## src/rtl/flcmd_pkg.sv

```systemverilog
package flcmd_pkg;
  localparam int CMD_AW = 15;
  localparam int CMD_DW = 8;

  localparam logic [CMD_AW-1:0] KEY_ADDR_A = 15'h5555;
  localparam logic [CMD_AW-1:0] KEY_ADDR_B = 15'h2AAA;
  localparam logic [CMD_DW-1:0] KEY_DATA_A = 8'hAA;
  localparam logic [CMD_DW-1:0] KEY_DATA_B = 8'h55;

  localparam logic [CMD_DW-1:0] OP_PROG  = 8'hA0;
  localparam logic [CMD_DW-1:0] OP_ERASE = 8'h80;
  localparam logic [CMD_DW-1:0] OP_IDENT = 8'h90;
  localparam logic [CMD_DW-1:0] OP_QUERY = 8'h98;
  localparam logic [CMD_DW-1:0] OP_LEAVE = 8'hF0;
  localparam logic [CMD_DW-1:0] OP_SECT  = 8'h30;
  localparam logic [CMD_DW-1:0] OP_BLOCK = 8'h50;
  localparam logic [CMD_DW-1:0] OP_CHIP  = 8'h10;

  typedef enum logic [2:0] {
    ST_IDLE, ST_KEY1, ST_KEY2, ST_PROG, ST_ERA1, ST_ERA2, ST_ERA3
  } seq_state_t;
endpackage

```

## src/rtl/flcmd_match.sv

```systemverilog
module flcmd_match
  import flcmd_pkg::*;
#(
  parameter int ADDR_W = 20,
  parameter int DATA_W = 16
) (
  input  logic [ADDR_W-1:0] addr,
  input  logic [DATA_W-1:0] data,
  output logic              hit_key_a,
  output logic              hit_key_b,
  output logic              at_cmd_addr,
  output logic [CMD_DW-1:0] code
);
  logic [CMD_AW-1:0] low_addr;

  always_comb begin
    low_addr    = addr[CMD_AW-1:0];
    code        = data[CMD_DW-1:0];
    at_cmd_addr = (low_addr == KEY_ADDR_A);
    hit_key_a   = at_cmd_addr && (code == KEY_DATA_A);
    hit_key_b   = (low_addr == KEY_ADDR_B) && (code == KEY_DATA_B);
  end
endmodule

```

## src/rtl/flcmd_protect.sv

```systemverilog
module flcmd_protect #(
  parameter int ADDR_W     = 20,
  parameter int SECT_W     = 10,
  parameter int BLK_W      = 15,
  parameter int PROT_SECTS = 4
) (
  input  logic [ADDR_W-1:0] addr,
  input  logic              wp_n,
  output logic              word_blocked,
  output logic              blk_blocked
);
  localparam int SIDX_W = ADDR_W - SECT_W;
  localparam int BIDX_W = ADDR_W - BLK_W;

  logic [SIDX_W-1:0] sect_idx;
  logic [SIDX_W-1:0] blk_first_sect;

  always_comb begin
    sect_idx       = addr[ADDR_W-1:SECT_W];
    blk_first_sect = SIDX_W'({addr[ADDR_W-1:BLK_W], {(BLK_W-SECT_W){1'b0}}});
    word_blocked   = !wp_n && (int'(sect_idx) < PROT_SECTS);
    blk_blocked    = !wp_n && (int'(blk_first_sect) < PROT_SECTS);
  end

  logic unused_bidx;
  assign unused_bidx = (BIDX_W == 0);
endmodule

```

## src/rtl/flcmd_ident.sv

```systemverilog
module flcmd_ident #(
  parameter int              ADDR_W = 20,
  parameter int              DATA_W = 16,
  parameter logic [DATA_W-1:0] MFR_CODE = 16'h00BF,
  parameter logic [DATA_W-1:0] DEV_CODE = 16'h2761
) (
  input  logic              clk,
  input  logic              rst,
  input  logic              id_mode,
  input  logic [ADDR_W-1:0] rd_addr,
  output logic [DATA_W-1:0] ident_data
);
  logic at_base;
  assign at_base = (rd_addr[ADDR_W-1:1] == '0);

  always_ff @(posedge clk) begin
    if (rst) begin
      ident_data <= '0;
    end else if (id_mode && at_base) begin
      ident_data <= rd_addr[0] ? DEV_CODE : MFR_CODE;
    end else begin
      ident_data <= '0;
    end
  end
endmodule

```

## src/rtl/flcmd_decoder.sv

```systemverilog
module flcmd_decoder
  import flcmd_pkg::*;
#(
  parameter int ADDR_W     = 20,
  parameter int DATA_W     = 16,
  parameter int SECT_W     = 10,
  parameter int BLK_W      = 15,
  parameter int PROT_SECTS = 4
) (
  input  logic              clk,
  input  logic              rst,
  input  logic              wr_stb,
  input  logic [ADDR_W-1:0] wr_addr,
  input  logic [DATA_W-1:0] wr_data,
  input  logic              busy,
  input  logic              wp_n,
  input  logic [ADDR_W-1:0] rd_addr,
  output logic              prog_pulse,
  output logic              sect_erase_pulse,
  output logic              blk_erase_pulse,
  output logic              chip_erase_pulse,
  output logic [ADDR_W-1:0] op_addr,
  output logic [DATA_W-1:0] op_data,
  output logic              op_keep_low,
  output logic              id_mode,
  output logic              query_mode,
  output logic [DATA_W-1:0] ident_data
);
  localparam logic [ADDR_W-1:0] SECT_MASK = ADDR_W'((64'd1 << SECT_W) - 64'd1);
  localparam logic [ADDR_W-1:0] BLK_MASK  = ADDR_W'((64'd1 << BLK_W) - 64'd1);

  seq_state_t        state;
  logic              hit_key_a, hit_key_b, at_cmd_addr;
  logic [CMD_DW-1:0] code;
  logic              word_blocked, blk_blocked;

  flcmd_match #(.ADDR_W(ADDR_W), .DATA_W(DATA_W)) u_match (
    .addr(wr_addr), .data(wr_data),
    .hit_key_a(hit_key_a), .hit_key_b(hit_key_b),
    .at_cmd_addr(at_cmd_addr), .code(code)
  );

  flcmd_protect #(.ADDR_W(ADDR_W), .SECT_W(SECT_W), .BLK_W(BLK_W),
                  .PROT_SECTS(PROT_SECTS)) u_protect (
    .addr(wr_addr), .wp_n(wp_n),
    .word_blocked(word_blocked), .blk_blocked(blk_blocked)
  );

  flcmd_ident #(.ADDR_W(ADDR_W), .DATA_W(DATA_W)) u_ident (
    .clk(clk), .rst(rst), .id_mode(id_mode),
    .rd_addr(rd_addr), .ident_data(ident_data)
  );

  always_ff @(posedge clk) begin
    if (rst) begin
      state            <= ST_IDLE;
      prog_pulse       <= 1'b0;
      sect_erase_pulse <= 1'b0;
      blk_erase_pulse  <= 1'b0;
      chip_erase_pulse <= 1'b0;
      op_addr          <= '0;
      op_data          <= '0;
      op_keep_low      <= 1'b0;
      id_mode          <= 1'b0;
      query_mode       <= 1'b0;
    end else begin
      prog_pulse       <= 1'b0;
      sect_erase_pulse <= 1'b0;
      blk_erase_pulse  <= 1'b0;
      chip_erase_pulse <= 1'b0;
      if (busy) begin
        state <= ST_IDLE;
      end else if (wr_stb) begin
        state <= ST_IDLE;
        case (state)
          ST_IDLE: if (hit_key_a) state <= ST_KEY1;
          ST_KEY1: if (hit_key_b) state <= ST_KEY2;
          ST_KEY2: if (at_cmd_addr) begin
            case (code)
              OP_PROG:  state <= ST_PROG;
              OP_ERASE: state <= ST_ERA1;
              OP_IDENT: begin id_mode <= 1'b1; query_mode <= 1'b0; end
              OP_QUERY: begin id_mode <= 1'b0; query_mode <= 1'b1; end
              OP_LEAVE: begin id_mode <= 1'b0; query_mode <= 1'b0; end
              default: ;
            endcase
          end
          ST_PROG: if (!word_blocked) begin
            prog_pulse <= 1'b1;
            op_addr    <= wr_addr;
            op_data    <= wr_data;
          end
          ST_ERA1: if (hit_key_a) state <= ST_ERA2;
          ST_ERA2: if (hit_key_b) state <= ST_ERA3;
          ST_ERA3: begin
            case (code)
              OP_SECT: if (!word_blocked) begin
                sect_erase_pulse <= 1'b1;
                op_addr          <= wr_addr & ~SECT_MASK;
              end
              OP_BLOCK: if (!blk_blocked) begin
                blk_erase_pulse <= 1'b1;
                op_addr         <= wr_addr & ~BLK_MASK;
              end
              OP_CHIP: if (at_cmd_addr) begin
                chip_erase_pulse <= 1'b1;
                op_addr          <= '0;
                op_keep_low      <= !wp_n;
              end
              default: ;
            endcase
          end
          default: ;
        endcase
      end
    end
  end
endmodule

```

## config.mk

```make
export PLATFORM = sky130hd
export DESIGN_NAME = flcmd_decoder
export DESIGN_NICKNAME = d
export VERILOG_FILES = /design/src/rtl/flcmd_pkg.sv /design/src/rtl/flcmd_match.sv /design/src/rtl/flcmd_protect.sv /design/src/rtl/flcmd_ident.sv /design/src/rtl/flcmd_decoder.sv
export SDC_FILE = /design/constraint.sdc
export NUM_CORES = 1
export LEC_CHECK = 0
export CAP_MARGIN = 10
export CORE_MARGIN = 1
export CORE_UTILIZATION = 37
export CTS_CLUSTER_DIAMETER = 50
export DETAILED_ROUTE_END_ITERATION = 7
export DONT_BUFFER_PORTS = 1
export GPL_ROUTABILITY_DRIVEN = 0
export SYNTH_ARGS = -nofsm -noshare
export SYNTH_HDL_FRONTEND = slang
export SYNTH_SLANG_ARGS = --single-unit
```

## constraint.sdc

```tcl
create_clock -name clk -period 5 [get_ports clk]
set_input_delay 1 -clock clk [delete_from_list [all_inputs] [get_ports clk]]
set_output_delay 1 -clock clk [all_outputs]
set_load 0.005 [all_outputs]
```

After elaboration in Yosys (flattened, before gate mapping)
Cells that the tools add are included.
- input port bits: 61
- flip-flop bits (word level): 62
- output and inout port bits: 59
- reductions and logical operators: 24
- bitwise gates (word level): 9
- mux-type cells: 19
- magnitude comparators: 2
- equal/unequal tests: 23
- operators by type and width (kind ; number):
    $mux W20 ; 4
    $pmux W20 S3 ; 1
    $eq A8 B8 Y1 const B ; 6
    $pmux W20 S2 ; 1
    $lt A10 B3 Y1 const B ; 2
    $logic_not A19 Y1 ; 1
    $eq A8 B7 Y1 const B ; 2
    $eq A15 B14 Y1 const B ; 1
    $eq A15 B15 Y1 const B ; 1
    $pmux W3 S5 ; 1
    $reduce_and A5 Y1 ; 3
    $reduce_or A5 Y1 ; 3
    $mux W14 ; 1
    $eq A3 B3 Y1 const B ; 3
    $mux W3 ; 3
    $ne A3 B3 Y1 const B ; 3
    $not A1 Y1 ; 9
    $eq A8 B5 Y1 const B ; 1
    $eq A8 B6 Y1 const B ; 1
    $reduce_and A8 Y1 ; 1
    $reduce_or A2 Y1 ; 4
    $eq A3 B2 Y1 const B ; 2
    $pmux W3 S2 ; 1
    $reduce_bool A2 Y1 ; 3
    11 further kinds ; 19

Depth between registers and ports, before layout
- depth in word-level cells: 5
- depth in mapped cells: 7

Cells and area by module
A second synthesis with hierarchy kept.
- cells, all modules: 284
- area total of the unflattened synthesis: 2466.1 µm²
- modules (own cells, without submodules) (module ; cells an instance ; times used ; area each (µm²) ; seq. area each (µm²)):
    flcmd_decoder ; 225 ; 1 ; 1974.4 ; 920.9
    flcmd_ident ; 29 ; 1 ; 244.0 ; 60.1
    flcmd_match ; 26 ; 1 ; 212.7 ; 0.0
    flcmd_protect ; 4 ; 1 ; 35.0 ; 0.0

Least setup slack after synthesis
No wires, ideal clock.
- path type: input port to flip-flop
- start point: in wr_addr[5]
- end point: reg op_addr[0]
- data required time: 4.928 ns
- path buffers: 1
- slack: 2.243 ns
- stages: 6
- arrival: 2.686 ns
- cell sequence: or4b_4 -> nor4_4 -> nor2b_2 -> a2111oi_4 -> buf_6 -> mux2i_1
- cells in the longest elaborated chain, start to end: 3
- ends and longest elaborated chain (what ; line ; source):
    start: declaration ; flcmd_decoder.sv:13 ; input logic [ADDR_W-1:0] wr_addr,
    $eq A15 B15 Y1 ; flcmd_match.sv:19 ; at_cmd_addr = (low_addr == KEY_ADDR_A);
    $ne A3 B3 Y1 (no source line) ; -- ;
    $reduce_and A8 Y1 (no source line) ; -- ;
    end signal: assignment ; flcmd_decoder.sv:90 ; op_addr <= wr_addr;
    end signal: assignment ; flcmd_decoder.sv:99 ; op_addr <= wr_addr & ~SECT_MASK;
    end signal: assignment ; flcmd_decoder.sv:103 ; op_addr <= wr_addr & ~BLK_MASK;
    end: declaration ; flcmd_decoder.sv:22 ; output logic [ADDR_W-1:0] op_addr,
Every way passes these cells.
A chain may end at the register's enable or synchronous reset.

Worst setup path after layout
- start point: in wr_addr[5]
- end point: reg op_addr[16]
The elaborated chain is that of the path after synthesis.

==> flow_summary.rst <==
.. list-table::
   :header-rows: 1

   * - Metric
     - Value
   * - Worst hold path class
     - flop to flop
   * - Count of instances resized after the clock tree is built
     - 0
   * - Critical hold path startpoint
     - op_addr[17]
   * - Fraction of layout cells with a size suffix above 1
     - approximately 6.9%
   * - Clock network power share
     - between 30% and 40%
   * - Power density over the cells
     - ~270 mW/mm²
   * - Number of cells on the worst hold path
     - 2
   * - Clock root buffer
     - clkbuf_8
   * - Number of endpoints with negative hold slack in the final report
     - 0
   * - CTS Buf Count
     - 5
   * - Leak
     - a little over 0.8 nW
   * - Dominant cell type by area after synthesis
     - dfxtp_1
   * - Cell types with the largest area share after synthesis
     - dfxtp_1, mux2i_1, nand2b_1
   * - Most frequent cells after synthesis
     - dfxtp_1, mux2i_1, nor2_1, nand2b_1, nand2_1
   * - Worst-margin pin slew
     - 0.630 ns
   * - Area inside the core boundary
     - 0.00635 mm²
   * - Clock tree from TritonCTS
     - built
   * - Pin count of the biggest net entering global routing
     - 56
   * - Part of the cycle the worst path needs
     - between 50% and 60%
   * - Residual overflow from global routing
     - 0
   * - Number of cells in the finished layout apart from fillers
     - between 300 and 400
   * - Sort of element at the end of the critical path
     - flop
   * - Final antenna diode count
     - 0
   * - DIE HEIGHT
     - 82.9 µm
   * - FP Rows
     - 29
   * - Register-to-Register Setup Slack
     - between 2 and 3 ns
   * - Area grow syn2layout
     - 3.30%
   * - Top cell type's share of synthesized area
     - 40.5%
   * - Most numerous cell in the Yosys netlist
     - dfxtp_1
   * - Most used DFF post-synth
     - dfxtp_1
   * - Switching Share
     - about a fifth
   * - Worst r2r dst
     - op_addr[16]
   * - Post-place instance area
     - 0.00240 mm²
   * - Pins Over Slew Limit
     - 0
   * - Number of antenna violations at the first check in global routing
     - 0
   * - Post-route setup TNS
     - 0 ns
   * - Average cell area after synthesis
     - ~9.3 µm²
   * - Average wire per cell in the routed design
     - 17.0 µm
   * - Cell area after synthesis
     - ~0.0024 mm²
   * - Finished Cell Area
     - ~0.0025 mm²
   * - Via count normalized by instance count
     - between 5 and 6
   * - Post-CTS Setup Bufs
     - 0
   * - Part of the total power dissipated in sequential elements
     - 58.4%
   * - Register bit total from synthesis
     - between 40 and 50
   * - Via count of the first global-routing pass
     - about 1800
   * - H-Tree Depth
     - 2
   * - Number of top-level design ports
     - 120
   * - Hold Buf Count CTS
     - 0
   * - Headroom to the max-slew limit
     - between 50% and 60%
   * - Endpoint with the worst hold slack
     - op_addr[17]
   * - Number of maximum-capacitance constraint violations
     - 0
   * - Sequential-to-total area share from yosys stat
     - between 40% and 50%
   * - Die boundary width
     - slightly above 80 µm
   * - Number of clock sinks
     - between 40 and 50
   * - Vias
     - about 1800
   * - Clock-pin slew of the registers on the worst-case setup and hold paths
     - around 0.08 ns
   * - Die footprint
     - between 0.006 and 0.007 mm²
   * - Number of synthesized flops with an enable pin
     - 0
   * - Endpoint arrival time on the critical path
     - 2.96 ns
   * - Worst r2r path cells
     - 6
   * - FMAX
     - approximately 370 MHz
   * - Worst-case clock buffer depth
     - 2
   * - Maximum fanout along the worst path
     - 20
   * - Asr flop ratio synth
     - 0%
   * - Number of nets still failing antenna checks after routing
     - 0
   * - Number of detailed-route iterations in the first pass
     - 4
   * - Estimated wirelength of the detail-placed design
     - 4120 µm
   * - Startpoint-to-endpoint class of the critical path
     - input pin to flop
   * - Total of endpoints with negative setup slack in the final report
     - 0
   * - DP Cell Count
     - between 300 and 400
   * - Total Power Consumption
     - roughly 0.67 mW
   * - Worst-Skew Late Latency
     - 0.30 ns
   * - Number of buffers inserted by port buffering
     - 0
   * - Clock period minus final worst setup slack
     - 2.73 ns
   * - Worst clock skew
     - about 0.0077 ns
   * - Starting density of the core
     - about two fifths
   * - Routed wire length
     - approximately 5500 µm
   * - Final layout net count
     - ~310
   * - Tightest hold margin
     - 0.494 ns
   * - Result of the run
     - finished clean
   * - Global-route wire length before repair
     - a little under 9000 µm
   * - Distinct cell type count of the synthesized netlist
     - 45
   * - Internal power
     - about 0.53 mW
   * - Worst supply voltage drop on vdd
     - 0.114 mV
   * - Required time worst endpoint
     - 5.22 ns
   * - Element type at the critical path start
     - input pin
   * - Synthesized netlist cell count
     - between 200 and 300
   * - Setup repair after global routing missed its margin
     - no
   * - All-layer global routing usage
     - around 16%
   * - DRC
     - 0
   * - Combinational share of power
     - roughly 4%
   * - Worst R2R Start
     - state[1]
   * - Initial detailed-routing violation count
     - 100
   * - Psw
     - 0.140 mW
   * - Yosys warning total
     - 0
==> critical path, cell delays in order <==
cell	delay [ns]
or4b_4	0.53
nor4_4	0.44
nor2b_2	0.10
a2111oi_4	0.27
buf_4	0.37
mux2i_1	0.23
==> per-layer routing <==
| metal | GRT usage (%) | up-vias | part of all wire [%] |
|---|---|---|---|
| met3 | 6.46 | 7 | 10 |
| met2 | 25.9 | 79 | 47 |
| met5 | 0 | - | 0 |
| met4 | 4.70 | 0 | 1.4 |
| met1 | 19.8 | 830 | 41 |
| li1 | - | 872 | - |
==> state kept, by name, summed over array words and instances (netlist names), 3 cells and up <==
signal and cells:
op_data 16, u_ident.ident_data 3, state 3, op_addr 20
==> worst max path at each step <==
stage | start | endpoint | depth (start not counted)
after floorplan | wr_addr[5] | op_addr[0] | 6
after global placement | wr_addr[5] | op_addr[17] | 6
after detailed placement | wr_addr[5] | op_addr[16] | 6
after CTS | wr_addr[5] | op_addr[16] | 6
after global routing | wr_addr[5] | op_addr[7] | 6
final | wr_addr[5] | op_addr[16] | 6
==> per-stage QoR <==
step | util (%) | worst slack [ns]
floorplan | - | 2.24
global placement | 37.8 | 1.99
detailed placement | 37.8 | 1.92
CTS | 39.4 | 2.24
global route | 39.4 | 2.14
finish | 39.4 | 2.27
==> kinds of logic after synthesis <==
logic type / share of synthesized area, %
buf+inv: 7.33
flops: 40.5
other cells: 0.155
mux: 15.3
compound gates: 5.94
simple gates: 30.8
==> power groups by stage <==
| stage | sequential (mW) | clock [mW] | combinational [mW] |
|---|---|---|---|
| final | 0.390 | 0.252 | 0.0261 |
| after global routing | 0.391 | 0.281 | 0.0287 |
| after CTS | 0.391 | 0.265 | 0.0264 |
| after detailed placement | 0.400 | 0 | 0.0264 |
| after global placement | 0.400 | 0 | 0.0262 |
| after floorplan | 0.400 | 0 | 0.0292 |
==> cell usage in the layout, fill, tap and decap left out, types with 2 or more instances in the layout <==
cell and instances:
nand3_1 3, nand4_1 2, nor4b_1 2, clkbuf_8 7, nor2b_1 2, nand2_1 19
nor2_1 30, nand4bb_1 2, a21oi_1 2, o41ai_1 2, dfxtp_1 49, or3_1 2
nor4bb_1 2, nand4b_1 3, nor3_1 4, mux2i_1 37, nand3b_1 12, inv_1 5
buf_4 2, nor4_1 9, nand2b_1 24, conb_1 4, a2111oi_0 2
==> cell type report <==
class / count / area [µm²]
timing repair buffer: 2 / 15.0
clock inverter: 1 / 5.00
fill: 653 / 3850
multi-input combinational: 184 / 1290
clock buffer: 7 / 96.3
sequential: 49 / 981
inverter: 5 / 18.8
tap: 77 / 96.3
Power figures use the tool's default switching activity.
